--- config.mk ---
export PLATFORM = sky130hd
export DESIGN_NAME = priv_stack
export DESIGN_NICKNAME = d
export VERILOG_FILES = /design/src/rtl/priv_stack_pkg.sv /design/src/rtl/priv_stack_pplegal.sv /design/src/rtl/priv_stack_mlevel.sv /design/src/rtl/priv_stack_slevel.sv /design/src/rtl/priv_stack.sv
export SDC_FILE = /design/constraint.sdc
export NUM_CORES = 1
export LEC_CHECK = 0
export ABC_AREA = 1
export BUFFER_PORTS_ARGS = -buffer_cell sky130_fd_sc_hd__clkbuf_2
export CAP_MARGIN = 20
export CELL_PAD_IN_SITES_DETAIL_PLACEMENT = 0
export CELL_PAD_IN_SITES_GLOBAL_PLACEMENT = 1
export CORE_MARGIN = 3
export CORE_UTILIZATION = 35
export DETAILED_ROUTE_END_ITERATION = 6
export PLACE_DENSITY_LB_ADDON = 0.1
export SYNTH_ARGS = -nofsm -noshare
export SYNTH_HDL_FRONTEND = slang
export SYNTH_SLANG_ARGS = --single-unit
--- constraint.sdc ---
create_clock -name clk -period 1.9 [get_ports clk]
set_input_delay 0.285 -clock clk [delete_from_list [all_inputs] [get_ports clk]]
set_output_delay 0.285 -clock clk [all_outputs]
set_load 0.05 [all_outputs]
--- src/rtl/priv_stack_pkg.sv ---
package priv_stack_pkg;

  typedef enum logic [1:0] {
    MODE_U    = 2'd0,
    MODE_S    = 2'd1,
    MODE_RSVD = 2'd2,
    MODE_M    = 2'd3
  } mode_e;

  localparam int unsigned STATUS_W = 7;

  // Shared layout of the write port and the read port, MSB first.
  typedef struct packed {
    logic       spie;
    logic       mpie;
    logic       sie;
    logic       mie;
    logic       spp;
    logic [1:0] mpp;
  } status_t;

  // True when the value names a mode that this build implements.
  function automatic logic mode_ok(input logic [1:0] m, input bit has_s, input bit has_u);
    logic ok;
    case (m)
      MODE_M:  ok = 1'b1;
      MODE_S:  ok = has_s;
      MODE_U:  ok = has_u;
      default: ok = 1'b0;
    endcase
    return ok;
  endfunction

endpackage

--- src/rtl/priv_stack_pplegal.sv ---
module priv_stack_pplegal
  import priv_stack_pkg::*;
#(
  parameter bit HAS_S = 1'b1,
  parameter bit HAS_U = 1'b1
) (
  input  logic [1:0] wr_val,
  input  logic [1:0] cur,
  output logic [1:0] nxt
);

  // Keep the written mode only when it exists, otherwise hold the old one.
  always_comb begin
    if (mode_ok(wr_val, HAS_S, HAS_U)) nxt = wr_val;
    else                               nxt = cur;
  end

endmodule

--- src/rtl/priv_stack_mlevel.sv ---
module priv_stack_mlevel
  import priv_stack_pkg::*;
#(
  parameter bit HAS_S = 1'b1,
  parameter bit HAS_U = 1'b1
) (
  input  logic       clk,
  input  logic       rst_n,
  input  logic       ev_trap,
  input  logic       ev_ret,
  input  logic       ev_wr,
  input  logic [1:0] cur_priv,
  input  logic       wr_mie,
  input  logic       wr_mpie,
  input  logic [1:0] wr_mpp,
  output logic       mie,
  output logic       mpie,
  output logic [1:0] mpp
);

  // Mode that a return leaves behind, also the reset value.
  localparam logic [1:0] LOW_PP = HAS_U ? MODE_U : MODE_M;
  // Two storage bits only when three modes can be recorded.
  localparam bit WIDE_PP = HAS_S && HAS_U;

  logic [1:0] wr_legal;
  logic [1:0] mpp_nxt;

  priv_stack_pplegal #(
    .HAS_S (HAS_S),
    .HAS_U (HAS_U)
  ) u_legal (
    .wr_val (wr_mpp),
    .cur    (mpp),
    .nxt    (wr_legal)
  );

  always_ff @(posedge clk or negedge rst_n) begin
    if (!rst_n) begin
      mie  <= 1'b0;
      mpie <= 1'b0;
    end else if (ev_trap) begin
      mpie <= mie;
      mie  <= 1'b0;
    end else if (ev_ret) begin
      mie  <= mpie;
      mpie <= 1'b1;
    end else if (ev_wr) begin
      mie  <= wr_mie;
      mpie <= wr_mpie;
    end
  end

  always_comb begin
    if (ev_trap)     mpp_nxt = cur_priv;
    else if (ev_ret) mpp_nxt = LOW_PP;
    else if (ev_wr)  mpp_nxt = wr_legal;
    else             mpp_nxt = mpp;
  end

  generate
    if (WIDE_PP) begin : g_pp_wide
      logic [1:0] pp_q;
      always_ff @(posedge clk or negedge rst_n) begin
        if (!rst_n) pp_q <= LOW_PP;
        else        pp_q <= mpp_nxt;
      end
      assign mpp = pp_q;
    end else begin : g_pp_narrow
      // One bit: set means M, clear means U. With no U mode it stays set.
      logic pp_m_q;
      always_ff @(posedge clk or negedge rst_n) begin
        if (!rst_n) pp_m_q <= (LOW_PP == MODE_M);
        else        pp_m_q <= (mpp_nxt == MODE_M);
      end
      assign mpp = pp_m_q ? MODE_M : MODE_U;
    end
  endgenerate

endmodule

--- src/rtl/priv_stack_slevel.sv ---
module priv_stack_slevel #(
  parameter bit EN = 1'b1
) (
  input  logic clk,
  input  logic rst_n,
  input  logic ev_trap,
  input  logic ev_ret,
  input  logic ev_wr,
  input  logic from_s,
  input  logic wr_sie,
  input  logic wr_spie,
  input  logic wr_spp,
  output logic sie,
  output logic spie,
  output logic spp
);

  generate
    if (EN) begin : g_s_on
      always_ff @(posedge clk or negedge rst_n) begin
        if (!rst_n) begin
          sie  <= 1'b0;
          spie <= 1'b0;
          spp  <= 1'b0;
        end else if (ev_trap) begin
          spie <= sie;
          sie  <= 1'b0;
          spp  <= from_s;
        end else if (ev_ret) begin
          sie  <= spie;
          spie <= 1'b1;
          spp  <= 1'b0;
        end else if (ev_wr) begin
          sie  <= wr_sie;
          spie <= wr_spie;
          spp  <= wr_spp;
        end
      end
    end else begin : g_s_off
      logic unused_s_in;
      assign unused_s_in = ^{clk, rst_n, ev_trap, ev_ret, ev_wr, from_s, wr_sie, wr_spie, wr_spp};
      assign sie  = 1'b0;
      assign spie = 1'b0;
      assign spp  = 1'b0;
    end
  endgenerate

endmodule

--- src/rtl/priv_stack.sv ---
module priv_stack
  import priv_stack_pkg::*;
#(
  parameter bit HAS_S = 1'b1,
  parameter bit HAS_U = 1'b1
) (
  input  logic                clk,
  input  logic                rst_n,
  input  logic                trap_req,
  input  logic [1:0]          trap_target,
  input  logic                mret_req,
  input  logic                sret_req,
  input  logic                csr_we,
  input  logic [STATUS_W-1:0] csr_wdata,
  output logic [1:0]          priv_mode,
  output logic [STATUS_W-1:0] status_rd
);

  // Supervisor level needs user mode beneath it.
  localparam bit S_ON = HAS_S && HAS_U;

  status_t    wr_f;
  logic [1:0] priv_q;
  logic       trap_to_s, trap_to_m;
  logic       do_mret, do_sret, do_wr;
  logic       mie, mpie, sie, spie, spp;
  logic [1:0] mpp;

  assign wr_f = status_t'(csr_wdata);

  // Event decode with fixed priority.
  assign trap_to_s = trap_req && S_ON && (trap_target == MODE_S) && (priv_q != MODE_M);
  assign trap_to_m = trap_req && !trap_to_s;
  assign do_mret   = !trap_req && mret_req;
  assign do_sret   = !trap_req && !mret_req && sret_req && S_ON;
  assign do_wr     = !trap_req && !mret_req && !do_sret && csr_we;

  priv_stack_mlevel #(
    .HAS_S (S_ON),
    .HAS_U (HAS_U)
  ) u_mlevel (
    .clk      (clk),
    .rst_n    (rst_n),
    .ev_trap  (trap_to_m),
    .ev_ret   (do_mret),
    .ev_wr    (do_wr),
    .cur_priv (priv_q),
    .wr_mie   (wr_f.mie),
    .wr_mpie  (wr_f.mpie),
    .wr_mpp   (wr_f.mpp),
    .mie      (mie),
    .mpie     (mpie),
    .mpp      (mpp)
  );

  priv_stack_slevel #(
    .EN (S_ON)
  ) u_slevel (
    .clk     (clk),
    .rst_n   (rst_n),
    .ev_trap (trap_to_s),
    .ev_ret  (do_sret),
    .ev_wr   (do_wr),
    .from_s  (priv_q == MODE_S),
    .wr_sie  (wr_f.sie),
    .wr_spie (wr_f.spie),
    .wr_spp  (wr_f.spp),
    .sie     (sie),
    .spie    (spie),
    .spp     (spp)
  );

  always_ff @(posedge clk or negedge rst_n) begin
    if (!rst_n)         priv_q <= MODE_M;
    else if (trap_to_m) priv_q <= MODE_M;
    else if (trap_to_s) priv_q <= MODE_S;
    else if (do_mret)   priv_q <= mpp;
    else if (do_sret)   priv_q <= spp ? MODE_S : MODE_U;
  end

  assign priv_mode = priv_q;
  assign status_rd = {spie, mpie, sie, mie, spp, mpp};

endmodule

==> Word-level counts from Yosys, hierarchy flattened <==
Cells that the tools add are included.
W data, S select, Z words.
{ "classes": {"reduce_logical": 19, "eq_ne": 5, "muxes": 25} }
{ "op_table": {"columns": ["cell", "n"], "rows": [
  ["$mux W1", 17],
  ["$mux W2", 8],
  ["$reduce_bool A3 Y1", 3],
  ["$logic_and A1 B1 Y1", 8],
  ["$eq A2 B1 Y1 const B", 3],
  ["$logic_not A1 Y1", 4],
  ["$reduce_bool A4 Y1", 1],
  ["$reduce_or A3 Y1", 1],
  ["$eq A2 B2 Y1 const B", 1],
  ["$logic_not A2 Y1", 1],
  ["$ne A2 B2 Y1 const B", 1],
  ["$reduce_and A2 Y1", 1]
]} }
{ "totals": {"inputBits": 15, "word_cells": 56, "output_inout_bits": 9, "ff_bits": 9} }

==> Depth between registers and ports, before layout <==
Gate-level depths: netlist of the first run.
{ "depth": {"ltp_word": 9, "mapped_depth": 8, "ltp_nobuf": 7} }

==> Hierarchy <==
From an unflattened synthesis of the first run, not the netlist that was laid out.
{ "unflattened": {"cells_unflattened": 106, "hier_area_um2": 664.4} }
{ "modules_own_cells": {"columns": ["mod", "instances", "seq_area_each_um2", "area_each_um2", "cells_per_inst"], "rows": [
  ["priv_stack_mlevel", 1, 100.1, 244.0, 37],
  ["priv_stack", 1, 52.6, 217.7, 35],
  ["priv_stack_slevel", 1, 75.1, 180.2, 28],
  ["priv_stack_pplegal", 1, 0.0, 22.5, 6]
]} }

==> Least setup slack after synthesis of the first run <==
OpenSTA, ideal clock, no wires.
{ "synth_timing": {"path_kind": "register -> register", "from": "register priv_q[0], in the netlist priv_mode[0]", "to": "register u_slevel.sie", "arrival_time_ps": 1225, "path_buffers": 0, "setup_time_ps": 118, "period_less_slack_ps": 1343, "t_required_ps": 1782, "path_stages_with_launch": 6, "setup_slack_ps": 557, "path_cell_list": "dfstp_2 -> nand2_1 -> nand3_4 -> nand3_2 -> nand3_1 -> nand2_1"} }
{ "synth_via": {"elab_chain_cells": 3, "word_cells_on_any_way": 4, "cone_classes": "eq/ne (1); mux (1); reduce/logical (2)"} }
{ "synth_lines": {"columns": ["item", "line_no", "text"], "rows": [
  ["start: declaration", "priv_stack.sv:23", "logic [1:0] priv_q;"],
  ["start signal: assignment", "priv_stack.sv:77", "else if (do_mret) priv_q <= mpp;"],
  ["start signal: assignment", "priv_stack.sv:78", "else if (do_sret) priv_q <= spp ? MODE_S : MODE_U;"],
  ["$ne A2 B2 Y1 *", "priv_stack.sv:32", "assign trap_to_s = trap_req && S_ON && (trap_target == MODE_S) && (priv_q != MODE_M);"],
  ["$logic_and A1 B1 Y1 *", "priv_stack.sv:32", null],
  ["$reduce_bool A3 Y1 (no source line) or $mux W1 (tied branches)", null, null],
  ["end signal: assignment", "priv_stack_slevel.sv:30", "sie <= spie;"],
  ["end signal: assignment", "priv_stack_slevel.sv:34", "sie <= wr_sie;"],
  ["end: declaration", "priv_stack_slevel.sv:13", "output logic sie,"]
]} }
Every way passes the cells marked *; elsewhere a longest branch is shown, timed or not.
A chain may end at the register's enable or synchronous reset.

==> Final worst setup path of the first run <==
{ "layout_timing": {"from": "register priv_q[0], in the netlist priv_mode[0]", "to": "output priv_mode[0]"} }
{ "layout_lines": {"columns": ["item", "line_no", "text"], "rows": [
  ["end: declaration", "priv_stack.sv:15", "output logic [1:0] priv_mode,"]
]} }
No word-level cell between the ends.

==> results.cfg, run 1 <==
[outcome]
outcome = completed

[power]
switching_share = 0.4462
comb_power_share = 0.412
p_seq_frac = 0.369
power_density_nw_per_um2 = 854.3
p_sw_uw = 307.6
pwr-share-clk = 0.219
p_int_uw = 381.8
leakagePower_uw = 0.0004680
ir_worst_vdd_v = 0.0004374

[drt]
via_per_inst = 4.518
ant_nets = 0
drt_iter0_drc = 11
vias = 628
post_drt_wl_per_cell_um = 10.94
finalWirelength_um = 1521
drc = 0
first_pass_iters = 4

[critical_path]
cp_top_family = flip-flops
cp_data_arrival_time_ps = 1090
path_buf_inv = 1
r2r_slack_ps = 670
crit_fanout = 4
slowest_stage = dfstp_2
crit_path_start_kind = register
cp_cell_sequence = clkbuf_2
worstSetupPathType = reg -> out
cp_slowest_stage_delay_ps = 560
cp.required_ps = 1620
endpoint_kind = output port

[global_route]
grt_overflow = 0
antenna_found_initial = 0
grt_pass1_wl_um = 2691
grt_max_degree = 10
grt_use_total = 0.1423
grt_pass1_vias = 622

[synthesis]
synth-seq-area-share = 0.3383
synth_area_per_cell_um2 = 7.317
synth_cell_types = 21
syn-instance-count = 92
synth_seq_cells = 9
syn_area_um2 = 673.1
synth_nets = 107
yosysWarnings = 0

[clock_network]
hold_buffers = 1
cts_num_sinks = 9
cts_inserted_buffers = 3
clockRootBuffer = clkbuf_4
cts_tree = done
clockBufferDepth = 2
ctsResizeCount = 0
htreeDepth = 1
post-cts-setup-buffers = 0
insertion_delay_ps = 260
path_clk_slew_ps = 60

[timing]
worst-slew-pin-transition_ps = 278.7
finalSetupTns_ps = 0
rsz0062_at_grt = no
timing.final.crit_period_ps = 1379
period_share = 0.7259
hold_viol = 0
clock.fmax_mhz = 725.0
maxSlewHeadroom = 0.8129
drv_slew = 0
skew_ps = 3.730
setup_violations = 0

[run]
drv_cap = 0

[finish]
final_util = 0.4574
layout_commonest_cell = nand2_1
final_cell_mix = nand2_1, clkbuf_2, nand3_1
nets = 130
area_growth_pct = 19.89
diodes = 0
drive_above_1_share = 0.3509

[floorplan]
chipWidth_um = 49.86
fp.dieArea_um2 = 2486
initial_core_util = 0.3816
die_h_um = 49.86
rows = 15
core_um2 = 1764
io_pins = 24

[placed_design]
place.gp.congestion = 0.7481
dp.final_hpwl_um = 1221
io_buffers = 23

[worst_hold_path]
hold_class = in -> reg
[final timing paths]
kind,endpoint,depth (start not counted),from
setup / recovery,priv_mode[0],1,priv_mode[0]
hold / removal,u_slevel.spp,5,csr_wdata[2]
setup reg to reg,u_slevel.spp,6,priv_mode[0]
hold reg to reg,u_slevel.sie,2,u_slevel.sie
max in group asynchronous,priv_mode[1],2,rst_n
min in group asynchronous,u_mlevel.mpp[0],2,rst_n
[power groups by stage]
stage / registers [uW] / logic, uW / clock network [uW]
2_1_floorplan: 300 / 199 / 0
3_3_place_gp: 259 / 284 / 0
3_5_place_dp: 259 / 285 / 0
4_1_cts: 255 / 288 / 157
5_1_grt: 261 / 313 / 166
6_report: 255 / 284 / 151
[cells by family after synthesis]
family                 synth area share
AND/OR/NAND/NOR                  0.4684
buffers and inverters            0.1468
flip-flops                       0.3383
AO/OA/AOI/OAI                   0.04647
[through the flow]
| stage | worst slack [ps] | std cells | total power [uW] | hold WS [ps] | cell area [um^2] |
|---|---|---|---|---|---|
| floorplan | 557.3 | 92 | 498.1 | -10.59 | 673.1 |
| global placement | 634.7 | 134 | 542.8 | 158.5 | 770.7 |
| detailed placement | 628.3 | 134 | 543.8 | 160.9 | 770.7 |
| CTS | 512.1 | 139 | 700.1 | 337.4 | 807.0 |
| global route | 485.4 | 139 | 740.5 | 375.6 | 807.0 |
| finish | 520.7 | 139 | 689.4 | 340.6 | 807.0 |
[layer usage]
layer  wire length, um  vias to the layer above  global-route usage
li1                  -                      331                   -
met4                14                        0             0.04147
met2               700                       16              0.2159
met3                96                        2             0.04834
met5                 0                        -                   0
met1               709                      279              0.1899
[state kept, by name (all words and copies together), names as in the netlist]
| name | flops |
|---|---|
| u_mlevel.mie | 1 |
| u_mlevel.mpp | 2 |
| u_slevel.spie | 1 |
| priv_mode | 2 |
| u_slevel.sie | 1 |
| u_mlevel.mpie | 1 |
| u_slevel.spp | 1 |
[cells in the mapped netlist (all sizes together)]
cell	n	share of area
nand3	18	0.18
inv	12	0.067
buf	6	0.072
dfrtp	7	0.26
dfstp	2	0.078
o22ai	1	0.0093
clkinv	1	0.0074
nor2	2	0.035
nand4	2	0.028
o21ai	4	0.030
a21oi	1	0.0074
nand2	36	0.23
[layout make-up]
type                       count  area (um^2)
multi-input combinational     64        346.6
timing repair buffer          24        125.1
tap                           25        31.28
clock buffer                   4        26.28
fill                         212        957.2
inverter                      13        50.05
sequential                     9        227.7
No activity file was read; power rests on OpenSTA's default activity.
==> run 2, diff against run 1 <==
- CORE_UTILIZATION: 35 -> 33
- clock period: 1.9 -> 1.45 ns (I/O delays scaled with it)
==> results.cfg, run 2 (synthesis results as in run 1) <==
[outcome]
outcome = completed

[finish]
fin_area_um2 = 808.3
final_util = 0.4440
diodes = 0
layout_commonest_cell = nand2_1
drive_above_1_share = 0.3596
final_cell_mix = nand2_1, clkbuf_2, nand3_1
area_growth_pct = 20.07
instances_no_fill = 139
fill_cells = 228
nets = 130

[timing]
worst-slew-pin-transition_ps = 314.5
period_share = 0.9041
clock.fmax_mhz = 762.8
rsz0062_at_grt = no
maxSlewHeadroom = 0.7889
finalSetupTns_ps = 0
hold_viol = 0
timing.final.crit_period_ps = 1311
skew_ps = 5.711
layout_setup_ws_ps = 139.0
drv_slew = 0
setup_violations = 0

[global_route]
grt_max_degree = 10
grt_pass1_vias = 596
antenna_found_initial = 0
grt_overflow = 0
grt_use_total = 0.1281
grt_pass1_wl_um = 2532

[critical_path]
r2r_end = u_slevel.spp
setup.worst_path.start = priv_mode[0]
slowest_stage = dfstp_2
endpoint_kind = output port
crit_fanout = 4
crit_path_end = priv_mode[0]
reg2regPathDepth = 6
r2r_start = priv_mode[0]
crit_path_start_kind = register
r2r_slack_ps = 230
cp_data_arrival_time_ps = 1090
cp_cell_sequence = clkbuf_2
cp_slowest_stage_delay_ps = 560
cp.depth = 1
path_buf_inv = 1
cp.required_ps = 1230
cp_top_family = flip-flops
worstSetupPathType = reg -> out

[placed_design]
dp_cells = 134
dpl_cell_area_um2 = 770.7
dp_worst_setup_slack_ps = 249.5
place.gp.congestion = 0.7760
io_buffers = 23
dp.final_hpwl_um = 1226

[clock_network]
cts_num_sinks = 9
post-cts-setup-buffers = 0
cts_tree = done
clockRootBuffer = clkbuf_4
insertion_delay_ps = 260
clockBufferDepth = 2
cts_inserted_buffers = 3
htreeDepth = 1
path_clk_slew_ps = 70

[drt]
ant_nets = 0
finalWirelength_um = 1466
drt_iter0_drc = 11
via_per_inst = 4.525
post_drt_wl_per_cell_um = 10.55
vias = 629
drc = 0
first_pass_iters = 4

[floorplan]
chipWidth_um = 51.17
die_h_um = 51.17
rows = 15
initial_core_util = 0.3698
io_pins = 24
core_um2 = 1821
fp.dieArea_um2 = 2618

[power]
ir_worst_vdd_v = 0.0007981
power_density_nw_per_um2 = 1110
leakagePower_uw = 0.0004708

[worst_hold_path]
hold_class = in -> reg
min_from = csr_wdata[5]

[run]
drv_cap = 0
-- run 2: cell count changes in the layout (fill, tap and decap cells not counted), sizes merged --
cell and change:
clkinv +1, clkbuf -1
-- run 2: how the worst min path moves through the flow --
stage | endpoint | slack (ps) | depth (start not counted)
after global placement | u_slevel.spp | 90 | 1
after floorplan | u_mlevel.mie | -80 | 0
after CTS | u_mlevel.mpie | 260 | 5
after global routing | u_mlevel.mpie | 280 | 5
after detailed placement | u_slevel.spp | 90 | 1
final | u_mlevel.mpie | 270 | 5
-- run 2: power breakdown --
part | internal (uW) | switching, uW | total, uW
Sequential | 300 | 33.0 | 333
Clock | 102 | 90.5 | 192
Combinational | 93.9 | 278 | 372
-- run 2: routing by layer --
layer  global-route usage  part of all wire
met4              0.01345            0.0061
met5                    0                 0
met3              0.04956             0.053
met2               0.2146              0.46
met1               0.1598              0.48
-- run 2: what timing repair did --
item,CTS,global route
hold buffers,1,0
resized for setup,0,0
hold endpoints to repair,7,0
-- run 2: per-stage QoR --
stage | total power (uW) | hold slack, ps
2_1_floorplan | 652.7 | -78.09
3_5_place_dp | 711.9 | 94.64
4_1_cts | 917.9 | 263.9
6_report | 897.3 | 273.7
5_1_grt | 963.3 | 280.1
3_3_place_gp | 709.9 | 91.80
-- run 2: worst min-delay path: cells and delay by family --
kind / cells / cell delay, ps
AND/OR/NAND/NOR: 3 / 180
buffers and inverters: 1 / 70
AO/OA/AOI/OAI: 1 / 30
-- run 2: final cells by class --
| class | instances | area (um^2) | share of cell area |
|---|---|---|---|
| inverters | 13 | 50.05 | 0.06192 |
| clock inverters | 1 | 5.005 | 0.006192 |
| repair buffers | 24 | 125.1 | 0.1548 |
| multi-input cells | 64 | 346.6 | 0.4288 |
| well taps | 25 | 31.28 | 0.03870 |
| clock buffers | 3 | 22.52 | 0.02786 |
| flip-flops and latches | 9 | 227.7 | 0.2817 |
==> run 3, diff against run 2 <==
- ABC_AREA: 1 -> unset
==> results.cfg, run 3 <==
[floorplan]
fp.dieArea_um2 = 2342
chipWidth_um = 48.40
io_pins = 24
die_h_um = 48.40
rows = 14
core_um2 = 1594
initial_core_util = 0.3721

[power]
ir_worst_vdd_v = 0.0007842
pwr-share-clk = 0.194
p_seq_frac = 0.356
power_density_nw_per_um2 = 1120
power_uw = 965.1
leakagePower_uw = 0.0004295
comb_power_share = 0.450
p_int_uw = 568.8
switching_share = 0.4106
p_sw_uw = 396.3

[outcome]
outcome = complete, but fails checks
violations = negative setup slack

[drt]
ant_nets = 0
finalWirelength_um = 1379
drc = 0
drt_iter0_drc = 0
post_drt_wl_per_cell_um = 12.10
via_per_inst = 4.474
vias = 510
first_pass_iters = 1

[synthesis]
synthAdderAreaFrac = 0
synth_area_per_cell_um2 = 10.23
synth_top_area_frac = 0.2954
syn-instance-count = 58
synth-main-ff-cell = dfrtp_1
synth-edff-count = 0
synth_mux_area_frac = 0.1857
synth_cell_types = 25
synth-seq-area-share = 0.3840
synth_common_cells = dfrtp_1, nand2_1, buf_4, mux2i_1
yosys.area_share.simple = 0.1835
yosysWarnings = 0
synth_seq_cells = 9
syn_area_um2 = 593.1
synth_xor_area_frac = 0
synth_nets = 73
async_flop_share = 1.000
synth_compound_area_frac = 0.1561
synth_top_family_by_area = multiplexers
synthTopCellsByArea = dfrtp_1, dfstp_2, mux2i_1, mux2_2, buf_4
yosysTopAreaCell = dfrtp_1

[critical_path]
crit_path_start_kind = register
worstSetupPathType = reg -> reg
cp.required_ps = 1590
cp_cell_sequence = nand2_4 -> a21boi_4 -> mux2_4 -> mux2_2
path_buf_inv = 0
cp_top_family = flip-flops
cp_data_arrival_time_ps = 1660
slowest_stage = dfstp_4
cp_slowest_stage_delay_ps = 630
endpoint_kind = register
crit_fanout = 3

[clock_network]
post-cts-setup-buffers = 0
clockRootBuffer = clkbuf_4
cts_tree = done
htreeDepth = 1
clockBufferDepth = 2
cts_num_sinks = 9
insertion_delay_ps = 250
cts_inserted_buffers = 3
path_clk_slew_ps = 60

[finish]
fill_cells = 155
area_growth_pct = 45.36
nets = 106
final_cell_mix = clkbuf_2, buf_4, dfrtp_1
fin_area_um2 = 862.1
ff_latch_area_um2 = 235.2
diodes = 0
instances_no_fill = 114
multi_input_area_um2 = 347.8
layout_commonest_cell = clkbuf_2
drive_above_1_share = 0.5556
final_util = 0.5408

[global_route]
grt_max_degree = 11
grt_pass1_wl_um = 2387
grt_overflow = 0
grt_pass1_vias = 551
grt_use_total = 0.1286
antenna_found_initial = 0

[timing]
finalSetupTns_ps = -66.17
setup_violations = 1
hold_viol = 0
skew_ps = 1.968
period_share = 1.046
clock.fmax_mhz = 659.6
maxSlewHeadroom = 0.7675
layout_setup_ws_ps = -66.17
drv_slew = 0
worst-slew-pin-transition_ps = 344.3
rsz0062_at_grt = yes
timing.final.crit_period_ps = 1516

[placed_design]
dp_cells = 109
dp.final_hpwl_um = 1105
place.gp.congestion = 0.7428
dpl_cell_area_um2 = 814.5
io_buffers = 23

[run]
drv_cap = 0

[worst_hold_path]
hold_class = in -> reg
run 3: changes by cell type after synthesis, moves of 2 or more:
| cell | change |
|---|---|
| inv_1 | -8 |
| nand2_2 | -4 |
| mux2_2 | +4 |
| mux2i_1 | +5 |
| a21boi_2 | +2 |
| nand3_4 | -2 |
| nand3_1 | -14 |
| o21ai_1 | -2 |
| nand2_1 | -24 |
| nand2b_1 | +3 |
| nor2_1 | +3 |
run 3: path summary, 6_finish.rpt:
check / slack [ps] / depth (start not counted) / from / end
setup / recovery: -70 / 4 / priv_mode[0] / u_mlevel.mpie
hold / removal: 260 / 3 / csr_wdata[2] / u_slevel.spp
min in group asynchronous: 350 / 2 / rst_n / u_slevel.spie
setup reg to reg: -70 / 4 / priv_mode[0] / u_mlevel.mpie
hold reg to reg: 530 / 1 / u_mlevel.mpie / u_mlevel.mpie
max in group asynchronous: 850 / 2 / rst_n / priv_mode[1]
run 3: power groups by stage:
stage	Clock, uW	Sequential, uW	Combinational [uW]
floorplan	0	406	283
global placement	0	347	425
detailed placement	0	347	426
CTS	197	343	441
global route	211	351	465
finish	187	343	434
run 3: layout make-up:
type | instances | area share
multi-input combinational | 40 | 0.4035
sequential | 9 | 0.2729
timing repair buffer | 34 | 0.2453
tap | 24 | 0.03483
clock buffer | 4 | 0.03048
inverter | 3 | 0.01306
run 3: per-layer routing:
| metal | vias up | share of wire | global-route usage |
|---|---|---|---|
| met5 | - | 0 | 0 |
| met4 | 0 | 0.0065 | 0.07109 |
| met3 | 2 | 0.051 | 0.03374 |
| met2 | 12 | 0.48 | 0.2087 |
| met1 | 233 | 0.46 | 0.1543 |
| li1 | 263 | - | - |
run 3: cell families (layout without fill, tap and decap cells):
kind of cell | after synthesis | after routing
AND/OR/NAND/NOR | 19 | 19
AO/OA/AOI/OAI | 11 | 11
buffers and inverters | 9 | 41
multiplexers | 10 | 10
flip-flops | 9 | 9
run 3: per-stage QoR:
stage	hold WS, ps	setup WS, ps
finish	259.7	-66.17
floorplan	-78.09	-200.8
CTS	256.6	-80.17
global route	282.2	-105.1
global placement	85.92	-40.15
detailed placement	84.40	-67.46
run 3: worst reg2reg max path, stage by stage, from the launching register on:
cell and delay [ps]:
dfstp_4 630, nand2_4 70, a21boi_4 140, mux2_4 310
mux2_2 260
run 3: timing repair:
item,CTS,global route
endpoints found under the setup margin,5,4
hold buffers,1,0
hold endpoints to repair,7,0
resized for setup,3,1
